==> src/rtl/xf_seq_pkg.sv <==
package xf_seq_pkg;
    typedef enum logic [1:0] {
        K_WIN = 2'd0,
        K_R4  = 2'd1,
        K_SQR = 2'd2,
        K_AVG = 2'd3
    } pass_kind_e;

    typedef enum logic [1:0] {
        S_IDLE = 2'd0,
        S_ARM  = 2'd1,
        S_RUN  = 2'd2
    } seq_state_e;

    typedef struct packed {
        logic [1:0] size;
        logic       pwr;
        logic       avg;
        logic       filt;
        logic       inv;
    } job_cfg_t;
endpackage

==> src/rtl/xf_pass_plan.sv <==
module xf_pass_plan
    import xf_seq_pkg::*;
#(
    parameter int SZ_W   = 2,
    parameter int IDX_W  = 3,
    parameter int CYC_W  = 9,
    parameter int MIN_R4 = 2,
    parameter int Q0     = 4,
    parameter int OVH    = 15
) (
    input  logic [SZ_W-1:0]  size,
    input  logic             pwr,
    input  logic             avg,
    input  logic             filt,
    input  logic             half2,
    input  logic [IDX_W-1:0] pno,
    output logic [1:0]       kind,
    output logic             last,
    output logic [CYC_W-1:0] len
);
    localparam int TW = IDX_W + 1;

    logic [TW-1:0] n_r4, n_tail, total, pno_w;
    pass_kind_e    k;

    always_comb begin
        pno_w  = {1'b0, pno};
        n_r4   = TW'(MIN_R4) + TW'(size);
        n_tail = (filt && !half2) ? '0 : (TW'(pwr) + TW'(avg));
        total  = TW'(1) + n_r4 + n_tail;
        last   = (pno_w == total - TW'(1));
        if (pno_w == '0)                          k = K_WIN;
        else if (pno_w <= n_r4)                   k = K_R4;
        else if (pno_w == n_r4 + TW'(1) && pwr)   k = K_SQR;
        else                                      k = K_AVG;
        kind = k;
        len  = (CYC_W'(Q0) << {size, 1'b0}) + CYC_W'(OVH);
    end
endmodule

==> src/rtl/xf_cycle_timer.sv <==
module xf_cycle_timer #(
    parameter int CYC_W = 9
) (
    input  logic             clk,
    input  logic             rst_n,
    input  logic             clr,
    input  logic             adv,
    input  logic [CYC_W-1:0] len,
    output logic [CYC_W-1:0] cyc,
    output logic             at_end
);
    always_ff @(posedge clk or negedge rst_n) begin
        if (!rst_n)   cyc <= '0;
        else if (clr) cyc <= '0;
        else if (adv) cyc <= cyc + 1'b1;
    end

    assign at_end = (cyc == len - 1'b1);


    cyc_range_chk: assert property (@(posedge clk) disable iff (!rst_n)
        cyc < len);
endmodule

==> src/rtl/xf_seq_ctrl.sv <==
module xf_seq_ctrl
    import xf_seq_pkg::*;
#(
    parameter int SZ_W   = 2,
    parameter int IDX_W  = 3,
    parameter int CYC_W  = 9,
    parameter int MIN_R4 = 2,
    parameter int Q0     = 4,
    parameter int OVH    = 15
) (
    input  logic             clk,
    input  logic             rst_n,
    input  logic             cont_mode,
    input  logic             start_n,
    input  logic             auto_thr,
    input  logic             hold,
    input  logic             stdby,
    input  logic [SZ_W-1:0]  size_sel,
    input  logic             pwr_mode,
    input  logic             avg_en,
    input  logic             filt_mode,
    input  logic             inv_req,
    input  logic             in_ready,
    input  logic             obuf_room,
    output logic             pass_start,
    output logic [1:0]       pass_kind,
    output logic [IDX_W-1:0] pass_idx,
    output logic             job_done,
    output logic             eot,
    output logic             inv_act,
    output logic             core_run,
    output logic             pll_stop
);
    seq_state_e       state_q, state_d;
    job_cfg_t         cfg_q;
    logic             half2_q, eot_q;
    logic [IDX_W-1:0] pno_q;
    logic [CYC_W-1:0] cyc, len;
    logic             at_end, last;
    logic [1:0]       kind;
    logic             frz, gate, ss_go, cont_go, running;
    logic             pass_end, xf_end, job_end, half_flip;

    xf_pass_plan #(.SZ_W(SZ_W), .IDX_W(IDX_W), .CYC_W(CYC_W),
                   .MIN_R4(MIN_R4), .Q0(Q0), .OVH(OVH)) u_plan (
        .size(cfg_q.size), .pwr(cfg_q.pwr), .avg(cfg_q.avg), .filt(cfg_q.filt),
        .half2(half2_q), .pno(pno_q), .kind(kind), .last(last), .len(len)
    );

    xf_cycle_timer #(.CYC_W(CYC_W)) u_tmr (
        .clk(clk), .rst_n(rst_n),
        .clr(ss_go || cont_go || pass_end),
        .adv(running && !at_end),
        .len(len), .cyc(cyc), .at_end(at_end)
    );

    always_comb begin
        frz       = stdby || (hold && cont_mode && !auto_thr);
        gate      = auto_thr ? (in_ready && obuf_room) : 1'b1;
        ss_go     = !cont_mode && !start_n && !frz;
        cont_go   = (state_q == S_ARM) && cont_mode && gate && !frz;
        running   = (state_q == S_RUN) && !frz;
        pass_end  = running && at_end;
        xf_end    = pass_end && last;
        half_flip = xf_end && cfg_q.filt && !half2_q;
        job_end   = xf_end && !half_flip;
    end

    // next state
    always_comb begin
        state_d = state_q;
        unique case (state_q)
            S_IDLE: if (ss_go) state_d = S_RUN;
                    else if (cont_mode && !frz) state_d = S_ARM;
            S_ARM:  if (ss_go || cont_go) state_d = S_RUN;
                    else if (!cont_mode && !frz) state_d = S_IDLE;
            S_RUN:  if (ss_go) state_d = S_RUN;
                    else if (job_end) state_d = cont_mode ? S_ARM : S_IDLE;
            default: state_d = S_IDLE;
        endcase
    end

    // state register and job bookkeeping
    always_ff @(posedge clk or negedge rst_n) begin
        if (!rst_n) begin
            state_q <= S_IDLE;
            cfg_q   <= '0;
            half2_q <= 1'b0;
            pno_q   <= '0;
            eot_q   <= 1'b0;
        end else begin
            state_q <= state_d;
            if (ss_go || cont_go) begin
                cfg_q   <= '{size: size_sel, pwr: pwr_mode, avg: avg_en,
                             filt: filt_mode, inv: inv_req};
                half2_q <= 1'b0;
                pno_q   <= '0;
            end else if (pass_end) begin
                if (half_flip) begin
                    half2_q <= 1'b1;
                    pno_q   <= '0;
                end else if (!last) begin
                    pno_q <= pno_q + 1'b1;
                end
            end
            if (ss_go)
                eot_q <= 1'b0;
            else if (job_end)
                eot_q <= 1'b1;
            else if (pass_end && cont_mode && pno_q == '0 && !half2_q)
                eot_q <= 1'b0;
        end
    end

    // outputs
    always_comb begin
        pass_start = running && (cyc == '0);
        pass_kind  = kind;
        pass_idx   = pno_q;
        job_done   = job_end;
        eot        = eot_q;
        inv_act    = cfg_q.filt ? half2_q : cfg_q.inv;
        core_run   = running;
        pll_stop   = stdby && hold;
    end


    restart_chk: assert property (@(posedge clk) disable iff (!rst_n)
        (!cont_mode && !start_n && !frz) |=> (state_q == S_RUN && pass_idx == '0 && !eot));

    eot_rise_chk: assert property (@(posedge clk) disable iff (!rst_n)
        $rose(eot) |-> $past(job_done));

    gate_chk: assert property (@(posedge clk) disable iff (!rst_n)
        (state_q == S_ARM && cont_mode && auto_thr && !(in_ready && obuf_room)) |=> state_q != S_RUN);

    freeze_chk: assert property (@(posedge clk) disable iff (!rst_n)
        stdby |=> ($stable(pass_idx) && $stable(eot) && $stable(state_q) && $stable(cyc)));

    pll_chk: assert property (@(posedge clk) disable iff (!rst_n)
        pll_stop |-> (stdby && !core_run));

    filt_inv_chk: assert property (@(posedge clk) disable iff (!rst_n)
        (job_done && cfg_q.filt) |-> inv_act);
endmodule

==> config.mk <==
export PLATFORM = sky130hd
export DESIGN_NAME = xf_seq_ctrl
export DESIGN_NICKNAME = d
export VERILOG_FILES = /design/src/rtl/xf_seq_pkg.sv /design/src/rtl/xf_pass_plan.sv /design/src/rtl/xf_cycle_timer.sv /design/src/rtl/xf_seq_ctrl.sv
export SDC_FILE = /design/constraint.sdc
export NUM_CORES = 1
export LEC_CHECK = 0
export BUFFER_PORTS_ARGS = -buffer_cell sky130_fd_sc_hd__buf_2
export CORE_ASPECT_RATIO = 1.75
export CORE_MARGIN = 2
export CORE_UTILIZATION = 58
export DETAILED_ROUTE_END_ITERATION = 8
export GPL_TIMING_DRIVEN = 1
export PLACE_DENSITY = 0.81
export SYNTH_ARGS = -nofsm -noshare
export SYNTH_HDL_FRONTEND = slang
export SYNTH_HIERARCHICAL = 1
export SYNTH_SLANG_ARGS = --single-unit
==> constraint.sdc <==
create_clock -name clk -period 3.74 [get_ports clk]
set_clock_uncertainty 0.1 [all_clocks]
set_input_delay 0.561 -clock clk [delete_from_list [all_inputs] [get_ports clk]]
set_output_delay 0.561 -clock clk [all_outputs]
set_load 0.03 [all_outputs]
# --- Yosys cells after proc, flatten, opt, wreduce, memory -nomap -nowiden ---
# Index checks and enable logic that the tools add are counted.
op_classes:
  add_sub_neg: 9
  n_lt_le_gt_ge: 1
  eq_ne: 9
  n_shift: 1
  muxes: 26
  n_reduce_logical: 44
ops:
  columns: ["operator", "n"]
  rows:
  - ["$logic_and 1x1->1", 24]
  - ["$mux 9", 2]
  - ["$mux 2", 8]
  - ["$mux 3", 4]
  - ["$mux 1", 10]
  - ["$add 9x1->9 const B", 1]
  - ["$add 9x5->9 const B", 1]
  - ["$eq 9x9->1", 1]
  - ["$logic_not 9->1", 1]
  - ["$shl 3x3->9 const A", 1]
  - ["$sub 9x1->9 const B", 1]
  - ["$eq 3x4->1", 2]
  - ["$logic_not 1->1", 7]
  - ["$ne 3x3->1 const B", 2]
  - ["$pmux 2 s3", 1]
  - ["$reduce_bool 2->1", 3]
  - ["$add 1x4->4 const A", 1]
  - ["$add 4x4->4", 1]
  - ["$le 3x4->1", 1]
  - ["$mux 4", 1]
  - ["$reduce_and 2->1", 2]
  - ["$sub 4x1->4 const B", 1]
  - ["$add 2x2->3 const A", 1]
  - ["$add 3x1->3 const B", 1]
  - ["other kinds (10)", 12]
totals:
  ff_bits: 22
  output_inout_bits: 11
  elab_cells: 100

# --- Depth between registers and ports, before layout ---
logic_depth:
  ltp_word: 14
  mapped_depth: 18
  depth_no_buf: 16

# --- Modules after synthesis ---
# The synthesis kept the hierarchy.
by_module_without_submodules:
  columns: ["module", "instances", "cells_per_inst", "area_each_um2", "seq_area_each_um2"]
  rows:
  - ["xf_seq_ctrl", 1, 78, 778.2, 325.3]
  - ["xf_cycle_timer", 1, 89, 764.5, 225.2]
  - ["xf_pass_plan", 1, 42, 339.1, 0.0]

# --- Least setup slack after synthesis ---
# OpenSTA, ideal clock, no wires.
synth_timing:
  kind: "register -> register"
  start: "reg cfg_q[4] in the netlist's numbering"
  end: "reg u_tmr.cyc[8]"
  setup_ns: 0.132
  arrival_time_ns: 3.123
  required_ns: 3.508
  slack_ns: 0.385
  stages_incl_launch_ff: 18
  period_less_slack_ns: 3.355
  cell_sequence: "dfrtp_1 inv_1 ha_1 ha_1 xor2_1 o21ai_0 a32oi_1 a311o_1 a221oi_2 and4bb_4 nand2_2 nand2_1 clkbuf_1 nor2_1 nor2_1 nand4_1 xor2_1 nor2_1"
synth_via:
  elab_chain_len: 7
  word_cells_on_any_way: 10
synth_lines:
  columns: ["item", "line_no", "source"]
  rows:
  - ["start, declared", "xf_seq_ctrl.sv:35", "job_cfg_t cfg_q;"]
  - ["start signal, assigned", "xf_seq_ctrl.sv:94", "cfg_q <= '{size: size_sel, pwr: pwr_mode, avg: avg_en,"]
  - ["$shl 3x3->9 (*)", "xf_pass_plan.sv:37", "len = (CYC_W'(Q0) << {size, 1'b0}) + CYC_W'(OVH);"]
  - ["$add 9x5->9 (*)", "xf_pass_plan.sv:37", null]
  - ["named net len[4]", "xf_seq_ctrl.sv:38", "logic [CYC_W-1:0] cyc, len;"]
  - ["$sub 9x1->9 (*)", "xf_cycle_timer.sv:18", "assign at_end = (cyc == len - 1'b1);"]
  - ["$eq 9x9->1 (*)", "xf_cycle_timer.sv:18", null]
  - ["named net at_end", "xf_seq_ctrl.sv:39", "logic at_end, last;"]
  - ["$logic_and 1x1->1 or $logic_not 1->1 (tied branches)", "xf_seq_ctrl.sv:63, xf_seq_ctrl.sv:53", null]
  - ["$logic_or 1x1->1 or $logic_and 1x1->1 (tied branches)", "xf_seq_ctrl.sv:52, xf_seq_ctrl.sv:53", null]
  - ["$mux 9 or $reduce_bool 2->1 (tied branches)", null, null]
  - ["end signal, assigned", "xf_cycle_timer.sv:15", "else if (adv) cyc <= cyc + 1'b1;"]
  - ["end, declared", "xf_cycle_timer.sv:9", "output logic [CYC_W-1:0] cyc,"]
# The timed path passes the listed nets; every way through them passes the cells marked *.
# A chain may end at the register's enable or synchronous reset.

# --- Worst setup path after layout ---
layout_timing:
  start: "reg cfg_q[1] in the netlist's numbering"
  end: "out job_done"
layout_via:
  elab_chain_len: 10
layout_lines:
  columns: ["item", "line_no", "source"]
  rows:
  - ["$logic_and 1x1->1 (*)", "xf_pass_plan.sv:29", "n_tail = (filt && !half2) ? '0 : (TW'(pwr) + TW'(avg));"]
  - ["$mux 4 (*)", "xf_pass_plan.sv:29", null]
  - ["$add 4x4->4 (*)", "xf_pass_plan.sv:30", "total = TW'(1) + n_r4 + n_tail;"]
  - ["$sub 4x1->4 (*)", "xf_pass_plan.sv:31", "last = (pno_w == total - TW'(1));"]
  - ["$eq 3x4->1 (*)", "xf_pass_plan.sv:31", null]
  - ["named net last", "xf_seq_ctrl.sv:39", null]
  - ["$logic_and 1x1->1 (*)", "xf_seq_ctrl.sv:64", "xf_end = pass_end && last;"]
  - ["$logic_and 1x1->1 (2 in series)", "xf_seq_ctrl.sv:65", "half_flip = xf_end && cfg_q.filt && !half2_q;"]
  - ["$logic_not 1->1", "xf_seq_ctrl.sv:66", "job_end = xf_end && !half_flip;"]
  - ["$logic_and 1x1->1 (*)", "xf_seq_ctrl.sv:66", null]
  - ["end, declared", "xf_seq_ctrl.sv:28", "output logic job_done,"]
# Marks and branches as above.

==> results.json <==
{
  "firstDrtPassIters": 4,
  "wl_mm": 4.06,
  "fmax_mhz": 283,
  "grt_pass1_wl_mm": 6.94,
  "grt_usage_pct": 25.3,
  "num_vias": 1593,
  "grt_pass1_vias": 1592,
  "slew_violations": 0,
  "cts.clk_slew.worst_paths_ps": 70,
  "multi_input_area_mm2": 0.00124,
  "worst-r2r-setup-slack_ps": 230,
  "regArea_um2": 553,
  "antenna_found_initial": 0,
  "critPathMostFrequentCell": "inv_1",
  "timing.final.ws_setup_ps": 203,
  "setup_viol": 0,
  "fillers": 274,
  "cts_buffers": 3,
  "run_status": "finished, final reports clean",
  "worstPathRequired_ps": 3080,
  "synth-async-reset-ratio_pct": 100,
  "cp_slowest_stage_delay_ps": 490,
  "coreArea_mm2": 0.00311,
  "synth_cells": 209,
  "synth_cell_types": 58,
  "powerDensity_mw_per_mm2": 501,
  "worst_setup_path_end_kind": "output port",
  "ioPinCount": 26,
  "grt_max_degree": 23,
  "clockBufferDepth": 2,
  "synthFlopType": "dfrtp_1",
  "placementRows": 27,
  "ir_worst_vdd_mv": 0.336,
  "area_growth_syn_to_layout_pct": 11.7,
  "holdWs_ps": 149,
  "yosys_warnings": 6,
  "ys_seq_area_share_pct": 29.3,
  "wire_per_inst_um": 14.7,
  "cts_tree": "done",
  "clk_latency_ps": 270,
  "crit_chain": "nand2b_1 > nand2_1 > fa_1 > inv_1 > ha_1 > xnor2_1 > xnor2_1 > and3_1 > inv_1 > nor2_2 > nand3_2 > inv_1 > buf_2",
  "initial_core_util_pct": 60.5,
  "layout-drive-gt1-share_pct": 20.9,
  "hold_violations": 0,
  "die_height_um": 79.4,
  "cp_slowest_cell": "fa_1",
  "cts_max_level": 1,
  "detail_route.drc_violations": 0,
  "r2r_cells": 16,
  "r2r_end": "u_tmr/cyc[7]",
  "antenna_left": 0,
  "avgSynthCellArea_um2": 9.00,
  "die_area_mm2": 0.00373,
  "critPathBufInv": 4,
  "finalCritPeriodShare_pct": 94.6,
  "crit_arrival_ps": 2880,
  "hp-class": "input pin to async pin",
  "synth-edff-count": 0,
  "clkSinkCount": 22,
  "ys_ff_latch": 22,
  "pre_cts_slack_ps": 159,
  "critical_path.startpoint_type": "flop",
  "antennaDiodeCount": 0,
  "vias_per_cell": 5.75,
  "dr.first_iter.drc_count": 35,
  "p_leak_nw": 1.01,
  "drv_cap": 0,
  "nNetsFinal": 267,
  "finalCriticalPeriod_ps": 3540,
  "critPathKind": "flop to output port",
  "r2r_start": "cfg_q[4]",
  "cts_root_buffer": "clkbuf_8",
  "die_w_um": 47.1,
  "netlist_area_mm2": 0.00188,
  "grt_overflow": 0,
  "portBuffers": 25,
  "cts-hold-fix-buffers": 0,
  "hpwl_mm": 3.18,
  "path_delay_family": "simple AND/OR/NAND/NOR gates",
  "gp_congestion": 0.934,
  "crit_fanout": 5
}
## area by class of cell
| cell class | count | share of cell area [%] |
|---|---|---|
| tap | 43 | 2.56 |
| clock buffer | 3 | 1.96 |
| inverter | 16 | 2.86 |
| sequential | 22 | 26.3 |
| multi-input combinational | 164 | 58.9 |
| timing repair buffer | 29 | 7.38 |
## cells by family (layout without fill, tap and decap cells)
family | Yosys count | after routing | synth area share, %
other | 2 | 3 | 0.399
and+or+nand+nor | 78 | 78 | 23.5
xor gates and xnor gates | 23 | 23 | 10.7
adders and majority gates | 16 | 16 | 11.0
muxes | 8 | 8 | 4.72
buffers and inverters | 24 | 48 | 6.12
DFF | 22 | 22 | 29.3
AOI/OAI and AO/OA | 36 | 36 | 14.2
## cells in the final DEF, fill, tap and decap left out, types with 2 or more instances in the layout
cell type  Yosys  routed
or3_1          2       2
dfrtp_1       22      20
nand4_1        5       5
xnor2_1       11      11
conb_1         2       3
nand2b_1       6       6
a21oi_1        7       7
inv_1         16      16
buf_2          0      25
o21ai_0        5       5
nor4_1         2       2
mux2_1         6       6
and3_1         3       3
nand2_1       13      13
nand3_1        4       3
nor2b_1        3       3
nor2_1        23      22
nor3_1         3       3
dfrtp_2        0       2
a31oi_1        4       4
buf_4          4       4
ha_1          15      15
xor2_1        12      12
clkbuf_8       1       3
a41oi_1        3       3
## worst reg2reg max path, stage by stage (launching register included)
cell and delay (ps):
dfrtp_2 420, inv_1 100, ha_1 240, ha_1 330, xor2_1 180, o21ai_0 90, a32oi_1 70, a311o_1 360
a221oi_4 280, and4bb_4 320, nand2_2 70, nand2_1 140, o2111ai_1 180, nor2_1 190, nand3_1 110, xor2_1 170
nor2_1 50
## repair_timing
item | in CTS | in global routing
setup buffers | 0 | 2
gates resized for setup | 0 | 5
setup endpoints to repair | 0 | 4
## worst max path at each step
stage | start | to | slack, ps | cells past startpoint
2_1_floorplan | cfg_q[4] | u_tmr/cyc[8] | 380 | 17
3_3_place_gp | cfg_q[4] | u_tmr/cyc[7] | 290 | 16
3_5_place_dp | cfg_q[4] | u_tmr/cyc[7] | 160 | 16
4_1_cts | cfg_q[4] | u_tmr/cyc[7] | 140 | 16
5_1_grt | cfg_q[5] | u_tmr/cyc[7] | -7 | 16
6_report | cfg_q[1] | job_done | 200 | 13
## power by group
part	internal (mW)	total [mW]	switching, mW
combinational	0.240	0.546	0.306
sequential	0.284	0.357	0.0739
clock	0.0721	0.150	0.0776
total	0.595	1.05	0.458
## synth_stat cells (2+ instances only)
master / count / area share (%)
nor2b_1: 3 / 1.0
dfrtp_1: 22 / 29
nor2_1: 23 / 4.6
o21ai_0: 5 / 1.3
ha_1: 15 / 10
and3_1: 3 / 1.0
xnor2_1: 11 / 5.1
or3_1: 2 / 0.66
clkbuf_1: 3 / 0.60
mux2_1: 6 / 3.6
nand2b_1: 6 / 2.0
a31oi_1: 4 / 1.3
a41oi_1: 3 / 1.4
nor4_1: 2 / 0.66
buf_4: 4 / 1.6
nand4_1: 5 / 1.7
nand2_1: 13 / 2.6
nor3_1: 3 / 0.80
conb_1: 2 / 0.40
nand3_1: 4 / 1.1
xor2_1: 12 / 5.6
inv_1: 16 / 3.2
a21oi_1: 7 / 1.9
## per-layer routing
metal,track usage (%),wire [µm],vias to the layer above
met1,29.4,1540,758
li1,-,-,782
met2,45.1,2320,42
met3,2.05,98,11
met4,10.0,106,0
met5,0,0,-
## flip-flops by register name, summed over array words and instances (netlist names)
name,count
u_tmr/cyc,9
half2_q,1
cfg_q,6
pass_idx,3
state_q,2
eot,1
## through the flow
stage / std cells / instance area (µm²) / TNS, ps / power (mW) / utilization (%)
5_1_grt: 277 / 2100 / -7.49 / 1.13 / 67.6
6_report: 277 / 2100 / 0 / 1.05 / 67.6
3_3_place_gp: 272 / 2020 / 0 / 0.876 / 65.1
3_5_place_dp: 272 / 2020 / 0 / 0.891 / 65.1
4_1_cts: 275 / 2070 / 0 / 1.04 / 66.5
2_1_floorplan: 210 / 1890 / 0 / 0.769 / -
(Power assumes the default switching activity.)
